[src/rtl/uart_wake_pkg.sv]
package uart_wake_pkg;
  typedef enum logic {
    WAKE_IDLE = 1'b0,
    WAKE_MARK = 1'b1
  } wake_mode_e;
endpackage

[src/rtl/wake_idle_timer.sv]
module wake_idle_timer #(
  parameter int DATA_W = 8
) (
  input  logic clk,
  input  logic rst_n,
  input  logic arm,
  input  logic bit_tick,
  input  logic line_high,
  input  logic nine_bit,
  output logic idle_hit
);
  // start + data + optional ninth bit + stop
  localparam int FRAME_MAX = DATA_W + 3;
  localparam int CNT_W     = $clog2(FRAME_MAX + 1);

  logic [CNT_W-1:0] ones_cnt;
  logic [CNT_W-1:0] frame_len;

  assign frame_len = nine_bit ? CNT_W'(FRAME_MAX) : CNT_W'(FRAME_MAX - 1);
  assign idle_hit  = arm && bit_tick && line_high &&
                     (ones_cnt == frame_len - CNT_W'(1));

  always_ff @(posedge clk or negedge rst_n) begin
    if (!rst_n)                     ones_cnt <= '0;
    else if (!arm)                  ones_cnt <= '0;
    else if (bit_tick) begin
      if (!line_high || idle_hit)   ones_cnt <= '0;
      else                          ones_cnt <= ones_cnt + CNT_W'(1);
    end
  end
endmodule

[src/rtl/wake_mark_detect.sv]
module wake_mark_detect #(
  parameter int DATA_W = 8
) (
  input  logic [DATA_W:0] char_data,
  input  logic            nine_bit,
  output logic            mark_bit
);
  assign mark_bit = nine_bit ? char_data[DATA_W] : char_data[DATA_W-1];
endmodule

[src/rtl/wake_standby_reg.sv]
module wake_standby_reg (
  input  logic clk,
  input  logic rst_n,
  input  logic rx_en,
  input  logic set_req,
  input  logic wake,
  output logic standby_q
);
  always_ff @(posedge clk or negedge rst_n) begin
    if (!rst_n)       standby_q <= 1'b0;
    else if (!rx_en)  standby_q <= 1'b0;
    else if (set_req) standby_q <= 1'b1;
    else if (wake)    standby_q <= 1'b0;
  end
endmodule

[src/rtl/uart_rx_wakeup.sv]
module uart_rx_wakeup
  import uart_wake_pkg::*;
#(
  parameter int DATA_W = 8
) (
  input  logic            clk,
  input  logic            rst_n,
  input  logic            rx_en,
  input  logic            loop_mode,
  input  logic            stby_req,
  input  logic            wake_sel,
  input  logic            nine_bit,
  input  logic            bit_tick,
  input  logic            line_high,
  input  logic            char_done,
  input  logic [DATA_W:0] char_data,
  output logic            standby,
  output logic            char_accept,
  output logic            pin_rx_en
);
  wake_mode_e mode;
  logic       mark_bit;
  logic       mark_hit;
  logic       idle_hit;
  logic       idle_arm;

  assign mode     = wake_mode_e'(wake_sel);
  assign idle_arm = standby && rx_en && (mode == WAKE_IDLE);
  assign mark_hit = standby && rx_en && (mode == WAKE_MARK) && char_done && mark_bit;

  wake_mark_detect #(.DATA_W(DATA_W)) u_mark (
    .char_data (char_data),
    .nine_bit  (nine_bit),
    .mark_bit  (mark_bit)
  );

  wake_idle_timer #(.DATA_W(DATA_W)) u_idle (
    .clk       (clk),
    .rst_n     (rst_n),
    .arm       (idle_arm),
    .bit_tick  (bit_tick),
    .line_high (line_high),
    .nine_bit  (nine_bit),
    .idle_hit  (idle_hit)
  );

  wake_standby_reg u_stby (
    .clk       (clk),
    .rst_n     (rst_n),
    .rx_en     (rx_en),
    .set_req   (stby_req),
    .wake      (mark_hit || idle_hit),
    .standby_q (standby)
  );

  assign char_accept = rx_en && char_done && (!standby || mark_hit);
  assign pin_rx_en   = rx_en && !loop_mode;
endmodule

[config.mk]
export PLATFORM = sky130hd
export DESIGN_NAME = uart_rx_wakeup
export DESIGN_NICKNAME = d
export VERILOG_FILES = /design/src/rtl/uart_wake_pkg.sv /design/src/rtl/wake_idle_timer.sv /design/src/rtl/wake_mark_detect.sv /design/src/rtl/wake_standby_reg.sv /design/src/rtl/uart_rx_wakeup.sv
export SDC_FILE = /design/constraint.sdc
export NUM_CORES = 1
export LEC_CHECK = 0
export BUFFER_PORTS_ARGS = -buffer_cell sky130_fd_sc_hd__buf_4
export CORE_AREA = 2 2 39 41
export CTS_BUF_LIST = sky130_fd_sc_hd__clkbuf_16
export DETAILED_ROUTE_END_ITERATION = 6
export DIE_AREA = 0 0 41 43
export PLACE_DENSITY = 0.62
export SETUP_SLACK_MARGIN = 0.2
export SLEW_MARGIN = 20
export SYNTH_ARGS = -nofsm -noshare
export SYNTH_HDL_FRONTEND = slang
export SYNTH_SLANG_ARGS = --single-unit
export TNS_END_PERCENT = 50
[constraint.sdc]
create_clock -name clk -period 2.8 [get_ports clk]
set_input_delay 0.84 -clock clk [delete_from_list [all_inputs] [get_ports clk]]
set_output_delay 0.84 -clock clk [all_outputs]
set_load 0.05 [all_outputs]
# After elaboration in Yosys (flattened, before gate mapping)
# Index checks and enable logic that the tools add are counted.
# classes
order_cmp,0
n_eq_ne,3
n_div,0
n_reduce_logical,17
bitwise_logic,1
addsub,2
mux,8
n_shift,0
mul,0
# ops
operator,count
$mux W4,3
$logic_and A1 B1 Y1,11
$mux W1,5
$add A4 B1 Y4 const B,1
$eq A4 B4 Y1,1
$sub A4 B1 Y4 const B,1
$logic_not A1 Y1,3
$logic_or A1 B1 Y1,3
$ne A3 B1 Y1 const B,1
$ne A2 B2 Y1 const B,1
$not A1 Y1,1
# totals
rom_bits,0
mem_bits_rw,0
elab_cells,33
n_memories,0
latchBits,0
reg_bits,5
output_inout_bits,3
inputBits,19

# Logic depth before layout (Yosys ltp)
# depth
ltp_word,9
depth_mapped,5
ltp_nobuf,5

# By module
# A second synthesis with hierarchy kept.
# unflattened
hier_cells,42
hier_area_um2,400.4
# by_module_without_submodules
module,area_per_inst_um2,seq_area_each_um2,cells_per_inst,n_inst
wake_idle_timer,295.3,100.1,31,1
wake_standby_reg,46.3,25.0,3,1
uart_rx_wakeup,43.8,0.0,7,1
wake_mark_detect,15.0,0.0,1,1

# Least setup slack after synthesis
# No wires, ideal clock.
# synth_timing
path_type,input port to output port
start,in nine_bit
end,out char_accept
path_buffers,0
path_stages,3
t_arrival_ps,1883
path_slack_ps,77
required_ps,1960
cell_sequence,mux2_2 > nand2_1 > a21oi_1
# synth_via
elab_chain_len,4
# synth_lines
element,line_no,text
"start, declared",uart_rx_wakeup.sv:12,"input logic nine_bit,"
$mux W1,wake_mark_detect.sv:8,assign mark_bit = nine_bit ? char_data[DATA_W] : char_data[DATA_W-1];
$logic_and A1 B1 Y1,uart_rx_wakeup.sv:29,assign mark_hit = standby && rx_en && (mode == WAKE_MARK) && char_done && mark_bit;
$logic_or A1 B1 Y1,uart_rx_wakeup.sv:56,assign char_accept = rx_en && char_done && (!standby || mark_hit);
$logic_and A1 B1 Y1,uart_rx_wakeup.sv:56,
"end, declared",uart_rx_wakeup.sv:18,"output logic char_accept,"
# Every way passes these cells.

# Worst setup path after layout
# Same ends and word-level chain as after synthesis.

==> metrics.md <==
| Metric | Value |
|---|---|
| Int Pwr | 277 uW |
| Worst-path clk slew | 0.03 ns |
| Pwr dens | roughly 630 nW/um^2 |
| Synthesized netlist net count | 58 |
| Detailed-route wire length | 777 microns |
| Clock Tree Root | sky130_fd_sc_hd__clkbuf_16 |
| Number of vias per cell after detailed routing | about 4.8 |
| Pin count of the biggest net entering global routing | 7 |
| Top cells by instance count after synthesis | sky130_fd_sc_hd__nand2_1, sky130_fd_sc_hd__dfrtp_1, sky130_fd_sc_hd__a21oi_1, sky130_fd_sc_hd__nand3_1 |
| Post-synth top area share | 37.3% |
| Area fraction in compound gates after synthesis | 19.8% |
| Cell count after synthesis | 38 |
| Final Critical Period | around 2.5 ns |
| Share of total power in the clock network | 66.0% |
| Area share of fa/ha/maj cells after synthesis | under 10% |
| Endpoint of the worst register-to-register path | u_stby.standby_q$_DFFE_PN0P_ |
| Number of primary I/O pins | 22 |
| Most numerous cell in the Yosys netlist | sky130_fd_sc_hd__nand2_1 |
| Achievable frequency | 0.408 GHz |
| Routed via count | 345 |
| Largest fanout on the critical path | 4 |
| Diodes inserted | 0 |
| Wire length per cell after detailed routing | ~11 microns |
| Number of enable-type register cells in the synthesized netlist | 0 |
| Cell types occupying the most area after synthesis | sky130_fd_sc_hd__dfrtp_1, sky130_fd_sc_hd__nand2_1, sky130_fd_sc_hd__a21oi_1 |
| Clock latency at the later pin of the worst-skew pair | 0.22 ns |
| Combinational family with the most area after synthesis | simple AND/OR/NAND/NOR gates |
| CTS tree | yes |
| Setup crit end kind | output port |
| Met3 Track Usage GR | between 3 and 4% |
| Yosys top cell by area | sky130_fd_sc_hd__dfrtp_1 |
| HPWL reported at the end of detailed placement | 604 microns |
| Number of hold violations in the final report | 0 |
| Number of synthesized register bits | 5 |
| Minimum setup slack among reg-to-reg paths | between 1 and 1.5 ns |
| Final weighted congestion of routability-driven global placement | 0.653 |
| Synthesized cell area | 335 sq um |
| Core ar. | 1380 sq um |
| Overall overflow remaining after global route | 0 |
| Number of nets in the final layout | 77 |
| Cell Rows | 14 |
| Max-slew violation count | 0 |
| Worst reg2reg path startpoint | u_idle.ones_cnt[0]$_DFFE_PN0P_ |
| Register area | 125 sq um |
| Critical path startpoint | nine_bit |
| Reported max-cap violation count | 0 |
| Starting utilization of the core area | 24.2% |
| Leading register cell type out of synthesis | sky130_fd_sc_hd__dfrtp_1 |
| Length of the first detailed-routing pass in iterations | 3 |
| DRT iter0 DRCs | 6 |
| Worst endpoint required time | 1.96 ns |
| Share of cells above drive strength 1 | 39.3% |
| Total routing usage reported by global routing | 11.1% |
| Area enclosed by the die boundary | roughly 1800 sq um |
| Worst-margin pin slew | 0.220 ns |
| Maximum vdd ir drop | 541 uV |
| Power consumption | 341 uW |
| Post-CTS setup buffer count | 0 |
| XOR/XNOR share of the synthesized area | 0% |
| Max Buffers Root-to-Sink | 2 |
| Share of flip-flops with an asynchronous set or reset | 100% |
| Number of different library cells in the post-synthesis netlist | 21 |
| First-pass GRT wire length | 1.32 mm |
| CTS Buf Count | 3 |
| Worst Path Arrival | around 1.6 ns |
| Area share of and/or/nand/nor cells after synthesis | 34.7% |
| Fillcell total | 140 |
| Footprint of the multi-input gates | 210 sq um |
| RSZ-0062 raised after global routing | no |
| Number of nets still failing antenna checks after routing | 0 |
| Sequential area share after synthesis | 37.3% |
| Met2 Resource Use GR | roughly 15% |
| Number of buffers inserted by hold repair at cts | 0 |
| Via count of the first global-routing pass | 339 |
| Number of resized instances in the post-cts repair step | 0 |
| Area growth, synth to finish | 61.9% |
| Number of antenna violations at the first check in global routing | 0 |
| Run status | complete, no violations |
| Input/output buffers | 14 |
| Worst setup path category | in -> out |
| Combinational power share | 11.8% |
| Overall die height | about 43 microns |
| DRC Markers | 0 |
| Htree depth | 1 |
| Hold Path Class | in -> async |
| Mean post-synth cell area | 8.82 sq um |
| Grt peak-use layer | met2 |
| Sequential share of power | 22.2% |
| Remaining max-slew budget at the tightest pin | 85.3% |
| Share of cell area taken by muxes after synthesis | approximately 3.4% |
| Worst setup SP type | input port |
| Crit share post-route | between 80% and 90% |
| Clock Skew | between 0.0003 and 0.0004 ns |
| TritonCTS Sinks | 5 |
| Switching Fraction | a little under a fifth |
| Final-layout setup total negative slack | 0 ns |
| X dimension of the die | 41 microns |
| Critical path destination | char_accept |
| Yosys Warn Count | 0 |
| Met1 Resource Use GR | 15.2% |
| P_leak | 0.252 nW |
| Switch Pwr | 63.9 uW |
| Cells on worst reg2reg path | 4 |
| Number of failing setup endpoints in the final timing report | 0 |
## cell families after synthesis
group,after synthesis
DFF,5
buffers and inverters,1
muxes,1
adders and majority gates,1
and+or+nand+nor,20
AOI/OAI and AO/OA,10
## layout by cell type, fill, tap and decap left out, drive strengths merged
master | Yosys | layout
nand4 | 2 | 2
inv | 1 | 2
nor2b | 2 | 2
a311oi | 1 | 1
nand3b | 1 | 1
or3 | 1 | 1
a21oi | 4 | 4
and3b | 1 | 1
nand2 | 6 | 6
o311a | 1 | 1
a31oi | 1 | 1
nand3 | 3 | 3
o21ai | 2 | 2
nor3b | 1 | 1
ha | 1 | 1
o21a | 1 | 1
buf | 0 | 14
nor2 | 2 | 2
dfrtp | 5 | 5
mux2 | 1 | 1
and2b | 1 | 1
clkbuf | 0 | 3
## state kept, by name, indices dropped and copies added (netlist names)
register / flops
u_idle.ones_cnt: 4
u_stby.standby_q: 1
## routing by layer
metal | vias to the layer above | part of all wire (%)
met5 | - | 0
met4 | 0 | 1.8
met3 | 2 | 3.6
met2 | 8 | 46
met1 | 158 | 48
li1 | 177 | -
## power by group through the flow
stage / Sequential (mW) / Clock, mW / Combinational [mW]
final: 0.0757 / 0.225 / 0.0403
after global routing: 0.0759 / 0.234 / 0.0437
after CTS: 0.0757 / 0.229 / 0.0408
after detailed placement: 0.0765 / 0 / 0.0406
after global placement: 0.0765 / 0 / 0.0403
after floorplan: 0.0798 / 0 / 0.0158
## per-stage QoR
stage          util, %  cells  area, sq um  setup slack (ns)  hold slack (ns)
3_5_place_dp      33.5     68          464             0.349            0.584
3_3_place_gp      33.5     68          464             0.360            0.582
6_report          39.2     72          543             0.350            0.410
5_1_grt           39.2     72          543             0.310            0.413
2_1_floorplan        -     38          339             0.372            0.544
4_1_cts           39.2     72          543             0.347            0.412
## worst max-delay path: stages
cell	delay (ns)
sky130_fd_sc_hd__buf_4	0.10
sky130_fd_sc_hd__mux2_2	0.34
sky130_fd_sc_hd__nand2_1	0.09
sky130_fd_sc_hd__a21oi_2	0.05
sky130_fd_sc_hd__buf_4	0.19
## cell type report
| cell class | instances | share of cell area [%] |
|---|---|---|
| Multi-Input combinational cell | 32 | 38.7 |
| Inverter | 1 | 0.691 |
| Sequential cell | 5 | 23.0 |
| Tap cell | 16 | 3.69 |
| Clock buffer | 3 | 13.8 |
| Timing Repair Buffer | 14 | 19.4 |
| Clock inverter | 1 | 0.691 |
## worst min path at each step
stage / end / slack [ns] / depth (start not counted)
after floorplan: u_idle.ones_cnt[0]$_DFFE_PN0P_ / 0.54 / 0
after detailed placement: u_idle.ones_cnt[3]$_DFFE_PN0P_ / 0.58 / 2
final: u_stby.standby_q$_DFFE_PN0P_ / 0.41 / 1
after CTS: u_idle.ones_cnt[0]$_DFFE_PN0P_ / 0.41 / 1
after global routing: u_stby.standby_q$_DFFE_PN0P_ / 0.41 / 1
after global placement: u_idle.ones_cnt[3]$_DFFE_PN0P_ / 0.58 / 2
Note: power is estimated with default switching activity, not from simulation.
